### config.mk
export PLATFORM = sky130hd
export DESIGN_NAME = gpio_irq_unit
export DESIGN_NICKNAME = d
export VERILOG_FILES = /design/src/rtl/gpio_irq_pkg.sv /design/src/rtl/gpio_irq_detect.sv /design/src/rtl/gpio_irq_regs.sv /design/src/rtl/gpio_irq_unit.sv
export SDC_FILE = /design/constraint.sdc
export NUM_CORES = 1
export LEC_CHECK = 0
export BUFFER_PORTS_ARGS = -buffer_cell sky130_fd_sc_hd__buf_2
export CAP_MARGIN = 20
export CORE_AREA = 10 10 562 564
export CTS_BUF_LIST = sky130_fd_sc_hd__clkbuf_16
export CTS_CLUSTER_SIZE = 25
export DETAILED_ROUTE_END_ITERATION = 16
export DIE_AREA = 0 0 572 574
export PLACE_DENSITY = 0.3
export SETUP_SLACK_MARGIN = 0.3
export SYNTH_ARGS = -nofsm -noshare
export SYNTH_HDL_FRONTEND = slang
export SYNTH_HIERARCHICAL = 1
export SYNTH_SLANG_ARGS = --single-unit
### constraint.sdc
create_clock -name clk -period 5.4 [get_ports clk]
set_input_delay 1.08 -clock clk [delete_from_list [all_inputs] [get_ports clk]]
set_output_delay 1.08 -clock clk [all_outputs]
set_load 0.01 [all_outputs]
### src/rtl/gpio_irq_pkg.sv
// Package: shared encodings for the GPIO interrupt unit.
// Assumes the receive mode field is two bits wide.
package gpio_irq_pkg;

    // Receive mode encoding of a pin; both upper codes disable detection.
    typedef enum logic [1:0] {
        RX_LEVEL_HIGH = 2'd0,
        RX_RISE_EDGE  = 2'd1,
        RX_OFF        = 2'd2,
        RX_OFF_ALT    = 2'd3
    } rx_mode_e;

    localparam int unsigned BUS_W = 32;

endpackage

### src/rtl/gpio_irq_detect.sv
// Module: per-pin trigger detector.
// Produces a one-cycle hit when the pin meets its trigger condition.
// Assumes pin_i is already synchronized to clk. The edge history is
// cleared by reset, so a pin high on the first clock counts as a rise.
module gpio_irq_detect
    import gpio_irq_pkg::*;
#(
    parameter int unsigned SEL_W = 8
) (
    input  logic             clk,
    input  logic             rst_n,
    input  logic             pin_i,
    input  logic [1:0]       mode_i,
    input  logic [SEL_W-1:0] sel_i,
    output logic             hit_o
);

    logic prev_q;

    // Remember the previous pin sample for edge detection.
    always_ff @(posedge clk) begin
        if (!rst_n) prev_q <= 1'b0;
        else        prev_q <= pin_i;
    end

    // Decide whether this cycle's sample is a trigger.
    always_comb begin
        hit_o = 1'b0;
        if (sel_i != '0) begin
            case (rx_mode_e'(mode_i))
                RX_LEVEL_HIGH: hit_o = pin_i;
                RX_RISE_EDGE:  hit_o = pin_i & ~prev_q;
                default:       hit_o = 1'b0;
            endcase
        end
    end

    // a held-high pin in edge mode produces no second hit
    p_edge_single_r1: assert property (@(posedge clk) disable iff (!rst_n)
        (mode_i == 2'd1 && $past(pin_i) && pin_i && $past(rst_n)) |-> !hit_o);

endmodule

### src/rtl/gpio_irq_regs.sv
// Module: status and enable word storage with bus decode.
// Status bits are set by detector hits and cleared by one-writes, and a
// hit wins over a clear on the same clock. Enable bits are plain storage.
// Assumes NUM_PINS is a multiple of WORD_W.
module gpio_irq_regs #(
    parameter int unsigned            NUM_PINS    = 128,
    parameter int unsigned            WORD_W      = 32,
    parameter int unsigned            ADDR_W      = 8,
    parameter logic [ADDR_W-1:0]      STATUS_BASE = 'h14,
    parameter logic [ADDR_W-1:0]      ENABLE_BASE = 'h24
) (
    input  logic                clk,
    input  logic                rst_n,
    input  logic [NUM_PINS-1:0] hit_i,
    input  logic                wr_i,
    input  logic [ADDR_W-1:0]   addr_i,
    input  logic [WORD_W-1:0]   wdata_i,
    output logic [WORD_W-1:0]   rdata_o,
    output logic [NUM_PINS-1:0] status_o,
    output logic [NUM_PINS-1:0] enable_o
);

    localparam int unsigned NUM_WORDS = NUM_PINS / WORD_W;
    localparam int unsigned STRIDE    = WORD_W / 8;

    logic [WORD_W-1:0]    status_q [NUM_WORDS];
    logic [WORD_W-1:0]    enable_q [NUM_WORDS];
    logic [NUM_WORDS-1:0] st_sel;
    logic [NUM_WORDS-1:0] en_sel;

    for (genvar w = 0; w < NUM_WORDS; w++) begin : g_word
        localparam logic [ADDR_W-1:0] ST_ADDR = STATUS_BASE + ADDR_W'(STRIDE * w);
        localparam logic [ADDR_W-1:0] EN_ADDR = ENABLE_BASE + ADDR_W'(STRIDE * w);

        assign st_sel[w] = (addr_i == ST_ADDR);
        assign en_sel[w] = (addr_i == EN_ADDR);

        // Latch hits and apply write-one clears; hits take priority.
        always_ff @(posedge clk) begin
            if (!rst_n)
                status_q[w] <= '0;
            else
                status_q[w] <= (status_q[w] & ~((wr_i && st_sel[w]) ? wdata_i : '0))
                             | hit_i[w*WORD_W +: WORD_W];
        end

        // Store enable words written over the bus.
        always_ff @(posedge clk) begin
            if (!rst_n)                 enable_q[w] <= '0;
            else if (wr_i && en_sel[w]) enable_q[w] <= wdata_i;
        end

        assign status_o[w*WORD_W +: WORD_W] = status_q[w];
        assign enable_o[w*WORD_W +: WORD_W] = enable_q[w];
    end

    // Return the addressed word, or zero for any other address.
    always_comb begin
        rdata_o = '0;
        for (int w = 0; w < NUM_WORDS; w++) begin
            if (st_sel[w]) rdata_o = status_q[w];
            if (en_sel[w]) rdata_o = enable_q[w];
        end
    end

    for (genvar b = 0; b < NUM_PINS; b++) begin : g_chk
        localparam int unsigned W = b / WORD_W;
        localparam int unsigned B = b % WORD_W;

        // a detector hit is latched on the next clock
        p_hit_sets_r2: assert property (@(posedge clk) disable iff (!rst_n)
            hit_i[b] |=> status_o[b]);

        // a one-write with no competing hit clears the bit
        p_w1c_clears_r5: assert property (@(posedge clk) disable iff (!rst_n)
            (wr_i && st_sel[W] && wdata_i[B] && !hit_i[b]) |=> !status_o[b]);

        // a zero-write keeps a set bit
        p_w0_keeps_r5: assert property (@(posedge clk) disable iff (!rst_n)
            (wr_i && st_sel[W] && !wdata_i[B] && status_o[b]) |=> status_o[b]);

        // set wins over a same-cycle clear
        p_set_beats_clear_r6: assert property (@(posedge clk) disable iff (!rst_n)
            (wr_i && st_sel[W] && wdata_i[B] && hit_i[b]) |=> status_o[b]);

        // enable bits take the written value
        p_enable_rw_r7: assert property (@(posedge clk) disable iff (!rst_n)
            (wr_i && en_sel[W]) |=> (enable_o[b] == $past(wdata_i[B])));
    end

endmodule

### src/rtl/gpio_irq_unit.sv
// Module: top of the GPIO interrupt status and enable unit.
// One detector per pin feeds the status words; the shared interrupt is
// the OR of status AND enable over all pins. Assumes pins arrive
// synchronized and configuration fields are held stable by their owner.
module gpio_irq_unit #(
    parameter int unsigned       NUM_PINS    = 128,
    parameter int unsigned       SEL_W       = 8,
    parameter int unsigned       ADDR_W      = 8,
    parameter logic [ADDR_W-1:0] STATUS_BASE = 'h14,
    parameter logic [ADDR_W-1:0] ENABLE_BASE = 'h24
) (
    input  logic                      clk,
    input  logic                      rst_n,
    input  logic [NUM_PINS-1:0]       pin_i,
    input  logic [2*NUM_PINS-1:0]     rx_mode_i,
    input  logic [SEL_W*NUM_PINS-1:0] int_sel_i,
    input  logic                      bus_wr_i,
    input  logic [ADDR_W-1:0]         bus_addr_i,
    input  logic [31:0]               bus_wdata_i,
    output logic [31:0]               bus_rdata_o,
    output logic                      irq_o
);

    localparam int unsigned WORD_W = gpio_irq_pkg::BUS_W;

    logic [NUM_PINS-1:0] hit;
    logic [NUM_PINS-1:0] status;
    logic [NUM_PINS-1:0] enable;

    for (genvar i = 0; i < NUM_PINS; i++) begin : g_pin
        gpio_irq_detect #(.SEL_W(SEL_W)) u_det (
            .clk    (clk),
            .rst_n  (rst_n),
            .pin_i  (pin_i[i]),
            .mode_i (rx_mode_i[2*i +: 2]),
            .sel_i  (int_sel_i[SEL_W*i +: SEL_W]),
            .hit_o  (hit[i])
        );

        // a zero select field keeps a clear status bit clear
        p_zero_sel_quiet_r4: assert property (@(posedge clk) disable iff (!rst_n)
            (!status[i] && int_sel_i[SEL_W*i +: SEL_W] == '0) |=> !status[i]);

        // modes 2 and 3 keep a clear status bit clear
        p_off_mode_quiet_r3: assert property (@(posedge clk) disable iff (!rst_n)
            (!status[i] && rx_mode_i[2*i+1]) |=> !status[i]);
    end

    gpio_irq_regs #(
        .NUM_PINS    (NUM_PINS),
        .WORD_W      (WORD_W),
        .ADDR_W      (ADDR_W),
        .STATUS_BASE (STATUS_BASE),
        .ENABLE_BASE (ENABLE_BASE)
    ) u_regs (
        .clk      (clk),
        .rst_n    (rst_n),
        .hit_i    (hit),
        .wr_i     (bus_wr_i),
        .addr_i   (bus_addr_i),
        .wdata_i  (bus_wdata_i),
        .rdata_o  (bus_rdata_o),
        .status_o (status),
        .enable_o (enable)
    );

    // Combine unmasked status into the shared interrupt line.
    assign irq_o = |(status & enable);

    // the line never rises without both some status and some enable
    p_irq_needs_source_r8: assert property (@(posedge clk) disable iff (!rst_n)
        irq_o |-> (status != '0 && enable != '0));

    // registers are empty on the first clock after reset
    p_reset_clean_r9: assert property (@(posedge clk)
        $past(!rst_n) |-> (status == '0 && enable == '0 && !irq_o));

endmodule

* Word level (Yosys, flattened, before mapping)
Memory sizes are Yosys's and may differ from the RTL's. Index checks and enable logic that the tools add are counted.
Word-level totals: bits in registers 128, memory bits (writable) 256, input port bits 1451, output and inout bits 33, logic and storage cells 1098, memories kept 2
Cells by class: equal/unequal tests 136, muxes and demuxes 290, bitwise operators 277, reduce and logical (&&, ||, !) cells 265
Memory list:
- u_regs.enable_q | depth 4, width 32, read ports 4, clocked after memory_dff 0, write ports 4, RTL line gpio_irq_regs.sv:27 | logic [WORD_W-1:0] enable_q [NUM_WORDS];
- u_regs.status_q | depth 4, width 32, read ports 4, clocked after memory_dff 0, write ports 4, RTL line gpio_irq_regs.sv:26 | logic [WORD_W-1:0] status_q [NUM_WORDS];
Operators with widths (number):
- 8-bit nonzero test | 128
- 32-bit two-way mux | 20
- 2-bit by 1-bit equality test with 1-bit output, second input constant | 128
- 2-bit logical NOT | 128
- 1-bit case mux with 2 select lines | 128
- 1-bit two-way mux | 142
- 1-bit bitwise AND | 128
- 128-bit bitwise AND | 1
- 32-bit bitwise AND | 4
- 1-bit inverter | 128
- 32-bit inverter | 4
- 32-bit bitwise OR | 4
- 128-bit OR reduction | 1
- 8-bit by 6-bit equality test with 1-bit output, second input constant | 5
- 8-bit by 5-bit equality test with 1-bit output, second input constant | 3
- 1-bit logical AND | 8
- 1-bit bitwise OR | 8

* Logic depth before layout (Yosys ltp)
Gate-level depths: netlist of the first run.
depth in word-level cells 9, mapped depth 7, depth with buffers taken out 5

* Hierarchy
Netlist of the first run, hierarchy kept.
Modules (own cells, without submodules):
- gpio_irq_regs | instances 1, cells each 1165, area an instance 12695.9 um^2, sequential area each 6406.1 um^2
- gpio_irq_detect | instances 128, cells each 6, area an instance 53.8 um^2, sequential area each 20.0 um^2
- gpio_irq_unit | instances 1, cells each 79, area an instance 680.7 um^2, sequential area each 0.0 um^2

* Worst setup path after synthesis of the first run
OpenSTA, ideal clock, no wires.
path kind in2reg, from in bus_addr_i[4], to mem u_regs.enable_q[0][0] (enable), setup time 0.466 ns, data arrival time 4.235 ns, data required time 4.934 ns, path slack 0.700 ns, stages 6, path buffers 3, path through buf_4 nor4b_4 buf_4 buf_6 nand3_1 o21ai_0
RTL lines:
- from (decl) | RTL line gpio_irq_unit.sv:18 | input logic [ADDR_W-1:0] bus_addr_i,
- to (decl) | RTL line gpio_irq_regs.sv:27

* Final worst setup path of the first run
from in bus_addr_i[2], to out bus_rdata_o[10]
On the way: cells in the longest elaborated chain, start to end 9, elaborated cells on any way between the ends 16, those cells by class eq/ne: 8; mux: 8
Ends and longest elaborated chain:
- 8-bit by 5-bit equality test with 1-bit output | RTL line gpio_irq_regs.sv:35 | assign st_sel[w] = (addr_i == ST_ADDR);
- 32-bit two-way mux | RTL line gpio_irq_regs.sv:61 | if (st_sel[w]) rdata_o = status_q[w];
- 32-bit two-way mux | RTL line gpio_irq_regs.sv:62 | if (en_sel[w]) rdata_o = enable_q[w];
- 32-bit two-way mux | RTL line gpio_irq_regs.sv:61
- 32-bit two-way mux | RTL line gpio_irq_regs.sv:62
- 32-bit two-way mux | RTL line gpio_irq_regs.sv:61
- 32-bit two-way mux | RTL line gpio_irq_regs.sv:62
- 32-bit two-way mux | RTL line gpio_irq_regs.sv:61
- 32-bit two-way mux (*) | RTL line gpio_irq_regs.sv:62
- to (decl) | RTL line gpio_irq_unit.sv:20 | output logic [31:0] bus_rdata_o,
Mark *: on every way between the ends. The rest lies on a longest branch, timed or not.

==> results.toml, run 1 <==
[pwr]
power_density_nw_per_um2 = 260
p_int_mw = 6.39
peakVddDrop_mv = 0.176
p_total_mw = 9.28
p_clk_share_pct = 47.5
p_sw_share_pct = 31.1
switchingPower_mw = 2.88
combPwrFrac_pct = 16.3
leakage_nw = 14.2
seqPwrFrac_pct = 36.2

[sta]
skew_ns = 0.0282
slew_viol_final = 1
tightest_slew_ns = 1.53
hold_viol_final = 0
period_share_pct = 86.1
hold_slack_ns = 0.621
setup_tns_ns = 0
slew_headroom_pct = -1.96
finalCriticalPeriod_ns = 4.65
setup_viol = 0
fmax_mhz = 215
rsz0062_at_grt = "no"

[logic_synthesis]
synth-async-reset-ratio_pct = 0
synth-simple-area-share_pct = 24.9
synth_top_area_share_pct = 25.3
synth.area.top_cells = "dfxtp_1, edfxtp_1, nor4_1"
synthAdderAreaFrac_pct = 0
synth_edf_count = 128
synthMuxAreaShare_pct = 1.58
netlist_area_um2 = 20300
yosysWarnings = 6
synth.most_common_cell = "nor4_1"
synth_xor_area_share_pct = 0
synth_top_area_cell = "dfxtp_1"
synth_common_cells = "nor4_1, and2_1, dfxtp_1"
synth.distinct_cells = 44
netlist_instances = 2012
synth_seq_cells = 384
synth.avg_cell_area_um2 = 10.1
synth_compound_area_share_pct = 26.7
synthFlopType = "dfxtp_1"
synth_top_family_by_area = "compound AO/OA/AOI/OAI gates"
yosysSeqAreaShare_pct = 44.3
syn-num-nets = 3463

[setup_path]
ff2ff_path_depth = 2
cpLargestDelayFamily = "buffers and inverters"
worstPathArrival_ns = 3.57
r2r_start = "g_pin[118].u_det/prev_q"
path_class = "in -> out"
cp.buffers_inverters = 3
critPathCaptureType = "output port"
slowest_delay_ns = 0.65
cp_max_fo = 22
critPathLaunchType = "input port"
cp_data_required_time_ns = 4.32
cp_cell_sequence = "buf_2, nor2_2, buf_4, a22oi_1, o22ai_1, a2bb2oi_1, buf_2"
reg2reg_slack_ns = 3.57
r2r-end = "u_regs/status_q[3][22]"
cp_slowest_cell = "nor2_2"
worst_path_most_repeated_cell = "buf_2"

[clock_network]
clkLatencyLatePin_ns = 0.67
path_clk_slew_ns = 0.05
cts_buffers = 67
ctsHoldBuffers = 0
cts_tree = "done"
cts_root_buf = "clkbuf_16"
cts_num_sinks = 384
cts_setup_buffers = 0
ctsResizeCount = 0
clock_path_buffers = 3
cts_max_level = 3

[routing]
first_iter_violations = 1674
wl_um = 258000
vias = 26000
drc = 0
vias_per_cell = 3.39
first_pass_iters = 6
routedWlPerCell_um = 33.7
drtAntennaViolNets = 0

[cells_and_area]
layout.cells.non_filler = 7658
regArea_um2 = 8970
multi_input_area_um2 = 10900
final_util_pct = 11.7
syn2layout_area_growth_pct = 75.9
fill_cells = 35100
layout.nets = 5022
drive_above_1_share_pct = 48.4

[flow_run]
cap_violations = 0

[worst_hold_path]
whs_path_depth = 2
hp-start = "g_pin[49].u_det/prev_q"
holdCritPathClass = "reg -> reg"
worstHoldEndpoint = "u_regs/status_q[1][17]"

[die]
initial_core_util_pct = 6.65
io_pins = 1484
die_h_um = 574
rows = 203
die_area_um2 = 328000
fp.dieW_um = 572
coreArea_um2 = 305000

[outcome]
outcome = "complete, but fails checks"
violations = "slew limit"

[placement]
globalplace.congestion = 0.955
io_buffers = 1483
place_inst = 7494
dpl.hpwl_um = 228000

[global_route]
grt_pass1_wl_um = 316000
grt_pass1_vias = 26900
grt.overflow.total = 0
antenna_found_initial = 260
track_usage_pct = 14.8
grt_start_max_net_pins = 124
registers in the layout (all words and copies together), names as in the netlist:
signal	count
u_regs/status_q	128
u_regs/enable_q	128
g_pin.u_det/prev_q	128
cell type report:
class	instances	share of cell area, %
clock inverter	51	1.11
inverter	2	0.0211
tap	3997	14.0
antenna	38	0.267
timing repair buffer	1602	23.8
multi-input combinational	1514	30.7
clock buffer	70	4.91
sequential	384	25.2
layer usage:
metal / wire length, µm / vias to the layer above / global-route usage [%] / part of all wire (%)
met2: 133000 / 1753 / 28.0 / 52
met5: 753 / - / 0 / 0.29
met4: 5360 / 118 / 1.98 / 2.1
met3: 21100 / 516 / 4.41 / 8.2
li1: - / 11300 / - / -
met1: 97800 / 12300 / 16.7 / 38
metrics by stage:
stage,worst slack [ns],instance area (µm²)
2_1_floorplan,0.700,20300
3_3_place_gp,0.840,33400
3_5_place_dp,0.891,33400
4_1_cts,0.877,35500
5_1_grt,0.789,35600
6_report,0.753,35700
tightest hold or removal path: stages, from the launching register on:
cell	delay [ns]
dfxtp_1	0.31
a221oi_1	0.09
o21a_1	0.18
power groups by stage:
stage	sequential (mW)	combinational, mW	clock [mW]
2_1_floorplan	3.28	0.438	0
4_1_cts	3.36	1.58	4.68
3_5_place_dp	3.42	1.57	0
5_1_grt	3.37	1.64	4.75
3_3_place_gp	3.42	1.56	0
6_report	3.36	1.51	4.41
cell families after synthesis:
group           count (synthesis)
compound gates                695
buf+inv                       114
flops                         384
mux                            32
simple gates                  787
cells in the final DEF, fill, tap and decap left out, drive strengths merged, types with 22 or more instances in the layout:
cell type,synthesis,layout
a22o,22,22
nand2b,152,152
diode,0,38
dfxtp,256,256
buf,46,1602
clkbuf,66,70
a221oi,157,157
a21oi,32,32
a22oi,77,77
edfxtp,128,128
nor4,258,258
o21a,128,128
a2bb2oi,57,57
and2,257,257
o21ai,28,28
nand4,43,43
a21boi,128,128
and3b,34,34
mux2i,32,32
clkinv,0,22
o22ai,26,26
o211ai,32,32
worst max path at each step:
stage	endpoint	cells past startpoint	start
after floorplan	u_regs/enable_q[0][0]	6	bus_addr_i[4]
final	bus_rdata_o[10]	7	bus_addr_i[2]
after CTS	bus_rdata_o[10]	7	bus_addr_i[2]
after detailed placement	bus_rdata_o[10]	7	bus_addr_i[2]
after global routing	bus_rdata_o[10]	7	bus_addr_i[2]
after global placement	bus_rdata_o[10]	7	bus_addr_i[2]
Note: power is estimated with default switching activity, not from simulation.
==> inputs of run 2 (changes only) <==
--- a/config.mk
+++ b/config.mk
@@ -7,5 +7,6 @@
 export LEC_CHECK = 0
+export ABC_AREA = 1
 export BUFFER_PORTS_ARGS = -buffer_cell sky130_fd_sc_hd__buf_2
 export CAP_MARGIN = 20
-export CORE_AREA = 10 10 562 564
+export CORE_AREA = 10 10 572 574
 export CTS_BUF_LIST = sky130_fd_sc_hd__clkbuf_16
@@ -13,3 +14,3 @@
 export DETAILED_ROUTE_END_ITERATION = 16
-export DIE_AREA = 0 0 572 574
+export DIE_AREA = 0 0 582 584
 export PLACE_DENSITY = 0.3
--- a/constraint.sdc
+++ b/constraint.sdc
@@ -3,2 +3,2 @@
 set_output_delay 1.08 -clock clk [all_outputs]
-set_load 0.01 [all_outputs]
+set_load 0.05 [all_outputs]
==> results.toml, run 2 <==
[outcome]
outcome = "complete, no violations"

[logic_synthesis]
synth_compound_area_share_pct = 6.52
synth.avg_cell_area_um2 = 6.48
synthMuxAreaShare_pct = 0
synth_seq_cells = 384
syn-num-nets = 4690
synth_top_family_by_area = "simple AND/OR/NAND/NOR gates"
synthAdderAreaFrac_pct = 0
synth_top_area_cell = "dfxtp_1"
synth_common_cells = "nor2_1, nand2_1, inv_1"
synth_top_area_share_pct = 24.4
netlist_area_um2 = 21000
synth.most_common_cell = "nor2_1"
yosysWarnings = 6
netlist_instances = 3239
synth.area.top_cells = "dfxtp_1, edfxtp_1, nor2_1"
synth-async-reset-ratio_pct = 0
synthFlopType = "dfxtp_1"
synth_xor_area_share_pct = 0
synth_edf_count = 128
yosysSeqAreaShare_pct = 42.7
synth-simple-area-share_pct = 42.6
synth.distinct_cells = 29

[die]
die_h_um = 584
rows = 207
coreArea_um2 = 316000
fp.dieW_um = 582
die_area_um2 = 340000
io_pins = 1484
initial_core_util_pct = 6.64

[routing]
vias_per_cell = 2.95
routedWlPerCell_um = 22.1
first_pass_iters = 7
drc = 0
wl_um = 198000
first_iter_violations = 1216
drtAntennaViolNets = 0
vias = 26500

[placement]
pre_cts_ws_ns = 0.987
io_buffers = 1483
place_inst = 8855
post_dp_cell_area_um2 = 33500
globalplace.congestion = 0.941
dpl.hpwl_um = 174000

[clock_network]
cts_root_buf = "clkbuf_16"
cts_max_level = 2
clock_path_buffers = 3
ctsResizeCount = 0
cts_num_sinks = 384
path_clk_slew_ns = 0.06
cts_buffers = 58
clkLatencyLatePin_ns = 0.75
cts_setup_buffers = 0
cts_tree = "done"
ctsHoldBuffers = 0

[setup_path]
startpoint = "bus_addr_i[6]"
worstPathArrival_ns = 3.16
critPathLaunchType = "input port"
cp_slowest_cell = "inv_2"
critPathCaptureType = "output port"
ff2ff_path_depth = 5
slowest_delay_ns = 0.39
r2r_start = "g_pin[64].u_det/prev_q"
cp_cell_sequence = "buf_2, inv_1, nand2_2, nor2_4, nand2_1, inv_2, buf_4, nand2_1, nand4_1, nor2_1, nand4_1, buf_2"
cp_max_fo = 18
path_class = "in -> out"
cp_data_required_time_ns = 4.32
reg2reg_slack_ns = 3.87
r2r-end = "u_regs/status_q[2][0]"

[worst_hold_path]
holdCritPathClass = "reg -> reg"
hp-start = "u_regs/status_q[3][14]"
whs_path_depth = 2
worstHoldEndpoint = "u_regs/status_q[3][14]"

[cells_and_area]
fill_cells = 37200
final_util_pct = 11.2
syn2layout_area_growth_pct = 69.3
layout.cells.non_filler = 8989
layout_common_cells = "buf_2, nor2_1, nand2_1, inv_1, dfxtp_1"
layout.nets = 6186
multi_input_area_um2 = 10300
layout_commonest_cell = "buf_2"
drive_above_1_share_pct = 34.4
finalInstanceArea_um2 = 35500
largestRegisters = "g_pin.u_det/prev_q x128, u_regs/enable_q x128, u_regs/status_q x128"
regArea_um2 = 8970

[sta]
hold_slack_ns = 0.490
slew_headroom_pct = 29.2
rsz0062_at_grt = "no"
period_share_pct = 78.6
tightest_slew_ns = 1.06
worst_slack_ns = 1.16
hold_viol_final = 0
fmax_mhz = 236
slew_viol_final = 0
finalCriticalPeriod_ns = 4.24
setup_tns_ns = 0
skew_ns = 0.0834
setup_viol = 0

[global_route]
grt_pass1_wl_um = 252000
track_usage_pct = 11.0
grt.overflow.total = 0
antenna_found_initial = 145
grt_pass1_vias = 27700
grt_start_max_net_pins = 87

[pwr]
power_density_nw_per_um2 = 245
leakage_nw = 16.2
peakVddDrop_mv = 0.267
p_total_mw = 8.72

[flow_run]
cap_violations = 0
[run 2: where the power goes]
group	leakage, nW	switching (mW)	internal (mW)	total [mW]
Clock	1.02	1.70	2.44	4.14
Combinational	11.8	0.745	0.575	1.32
Sequential	3.34	0.109	3.15	3.26
Total	16.2	2.55	6.17	8.72
[run 2: cells by family after synthesis]
group | Yosys count
buffers and inverters | 417
DFF | 384
AOI/OAI and AO/OA | 260
and+or+nand+nor | 2178
[run 2: worst max-delay path by stage]
stage | end | slack [ns] | cells past startpoint
floorplan | u_regs/enable_q[1][0] | 0.98 | 6
global placement | bus_rdata_o[29] | 0.98 | 12
detailed placement | bus_rdata_o[14] | 0.99 | 12
CTS | bus_rdata_o[14] | 0.99 | 12
global route | bus_rdata_o[16] | 0.90 | 12
finish | bus_rdata_o[21] | 1.16 | 12
[run 2: per-layer routing]
| metal | global-route usage (%) | part of all wire [%] | up-vias | routed length (µm) |
|---|---|---|---|---|
| li1 | - | - | 13100 | - |
| met1 | 11.3 | 36 | 11800 | 71400 |
| met2 | 21.1 | 53 | 1313 | 104000 |
| met3 | 4.11 | 9.0 | 302 | 17800 |
| met4 | 2.20 | 2.3 | 42 | 4660 |
| met5 | 0 | 0.15 | - | 288 |
[run 2: layout make-up]
cell class              count  share of cell area (%)
diodes                     24                   0.169
well taps                4180                    14.7
multi-input cells        2438                    29.1
clock inverters            52                    1.58
clock buffers              58                    4.08
flip-flops and latches    384                    25.2
repair buffers           1503                    21.4
inverters                 350                    3.72
[run 2: worst max-delay path: cells and delay by family]
kind                   cells  cell delay, ns
buffers and inverters      5            1.23
and+or+nand+nor            7            0.80
==> inputs of run 3 (changes only) <==
Clock period 5.4 ns to 4.1 ns, I/O delays scaled along.
==> results.toml, run 3 (synthesis results as in run 2) <==
[sta]
hold_viol_final = 0
hold_slack_ns = 0.242
setup_tns_ns = 0
period_share_pct = 88.2
tightest_slew_ns = 0.763
slew_headroom_pct = 48.9
rsz0062_at_grt = "no"
skew_ns = 0.0624
fmax_mhz = 277
setup_viol = 0
slew_viol_final = 0
finalCriticalPeriod_ns = 3.62

[setup_path]
cp_max_fo = 10
cp_slowest_cell = "and2_2"
path_class = "in -> out"
worstPathArrival_ns = 2.80
critPathCaptureType = "output port"
cp_data_required_time_ns = 3.28
critPathLaunchType = "input port"
slowest_delay_ns = 0.40
worst_path_most_repeated_cell = "inv_1"
cp_cell_sequence = "buf_2, inv_1, nand2_2, nor3_1, and2_2, inv_1, or2_2, nand2_1, inv_1, buf_12"
reg2reg_slack_ns = 2.59

[worst_hold_path]
holdCritPathClass = "in -> reg"

[routing]
drc = 0
vias = 26700
routedWlPerCell_um = 23.1
first_iter_violations = 1395
first_pass_iters = 5
wl_um = 208000
vias_per_cell = 2.97
drtAntennaViolNets = 0

[clock_network]
ctsResizeCount = 0
cts_num_sinks = 384
clock_path_buffers = 3
ctsHoldBuffers = 0
cts_root_buf = "clkbuf_16"
clkLatencyLatePin_ns = 0.77
cts_tree = "done"
cts_buffers = 60
cts_setup_buffers = 0
path_clk_slew_ns = 0.06
cts_max_level = 2

[die]
io_pins = 1484
coreArea_um2 = 316000
die_h_um = 584
rows = 207
initial_core_util_pct = 6.64
die_area_um2 = 340000
fp.dieW_um = 582

[pwr]
power_density_nw_per_um2 = 320
leakage_nw = 16.3
peakVddDrop_mv = 0.389

[global_route]
grt_pass1_vias = 27500
track_usage_pct = 11.5
grt_start_max_net_pins = 71
antenna_found_initial = 164
grt_pass1_wl_um = 261000
grt.overflow.total = 0

[cells_and_area]
layout_commonest_cell = "buf_2"
layout.nets = 6196
layout_common_cells = "buf_2, nor2_1, nand2_1, inv_1, dfxtp_1"
drive_above_1_share_pct = 34.6
syn2layout_area_growth_pct = 70.7
largestRegisters = "g_pin.u_det/prev_q x128, u_regs/enable_q x128, u_regs/status_q x128"

[placement]
io_buffers = 1483
dpl.hpwl_um = 184000
globalplace.congestion = 0.949

[flow_run]
cap_violations = 0

[outcome]
outcome = "complete, no violations"
==> run 3: cell count changes in the layout (fill, tap and decap cells not counted), moves of 2 or more <==
cell,previous run,this run
clkinv_16,1,3
bufinv_16,10,6
buf_2,1482,1478
buf_4,19,13
clkinv_2,11,13
buf_12,1,19
inv_2,4,7
clkbuf_16,58,60
==> run 3: through the flow <==
step	util, %	total power, mW	setup slack (ns)	instances	cell area, µm²
detailed placement	10.7	6.25	0.346	8863	33800
floorplan	-	4.88	0.810	3239	21000
CTS	11.3	11.9	0.347	8977	35800
global placement	10.7	6.25	0.315	8863	33800
global route	11.3	12.2	0.388	8980	35800
finish	11.3	11.5	0.484	9002	35800
==> run 3: final cells by class <==
class,instances,area (µm²)
Antenna cell,25,62.6
Multi-Input combinational cell,2438,10400
Clock buffer,60,1500
Fill cell,37100,280000
Sequential cell,384,8970
Clock inverter,54,502
Timing Repair Buffer,1511,7890
Tap cell,4180,5230
Inverter,350,1320
==> run 3: critical path: cells and delay by family <==
| family | cells | cell delay [ns] |
|---|---|---|
| buffers and inverters | 5 | 0.68 |
| AND/OR/NAND/NOR | 5 | 1.26 |
==> run 3: layer usage <==
metal	GRT usage, %	vias to the layer above	wire length (µm)
met5	0	-	595
met4	1.42	90	3510
met3	4.26	330	18000
met2	22.1	1281	109000
met1	12.2	12000	77100
li1	-	13100	-
==> run 3: report_power, final <==
| group | switching, mW | total [mW] | internal, mW |
|---|---|---|---|
| Sequential | 0.149 | 4.30 | 4.15 |
| Clock | 2.34 | 5.40 | 3.06 |
| Combinational | 1.01 | 1.78 | 0.767 |
| Total | 3.50 | 11.5 | 7.98 |
==> run 3: worst paths after layout <==
check                                                to              startpoint  depth (start not counted)
worst max-delay path                    bus_rdata_o[15]           bus_addr_i[0]                         10
worst min-delay path            g_pin[107].u_det/prev_q              pin_i[107]                          3
worst max register to register   u_regs/status_q[1][18]  g_pin[50].u_det/prev_q                          5
worst min register to register   u_regs/status_q[0][14]  u_regs/status_q[0][14]                          2
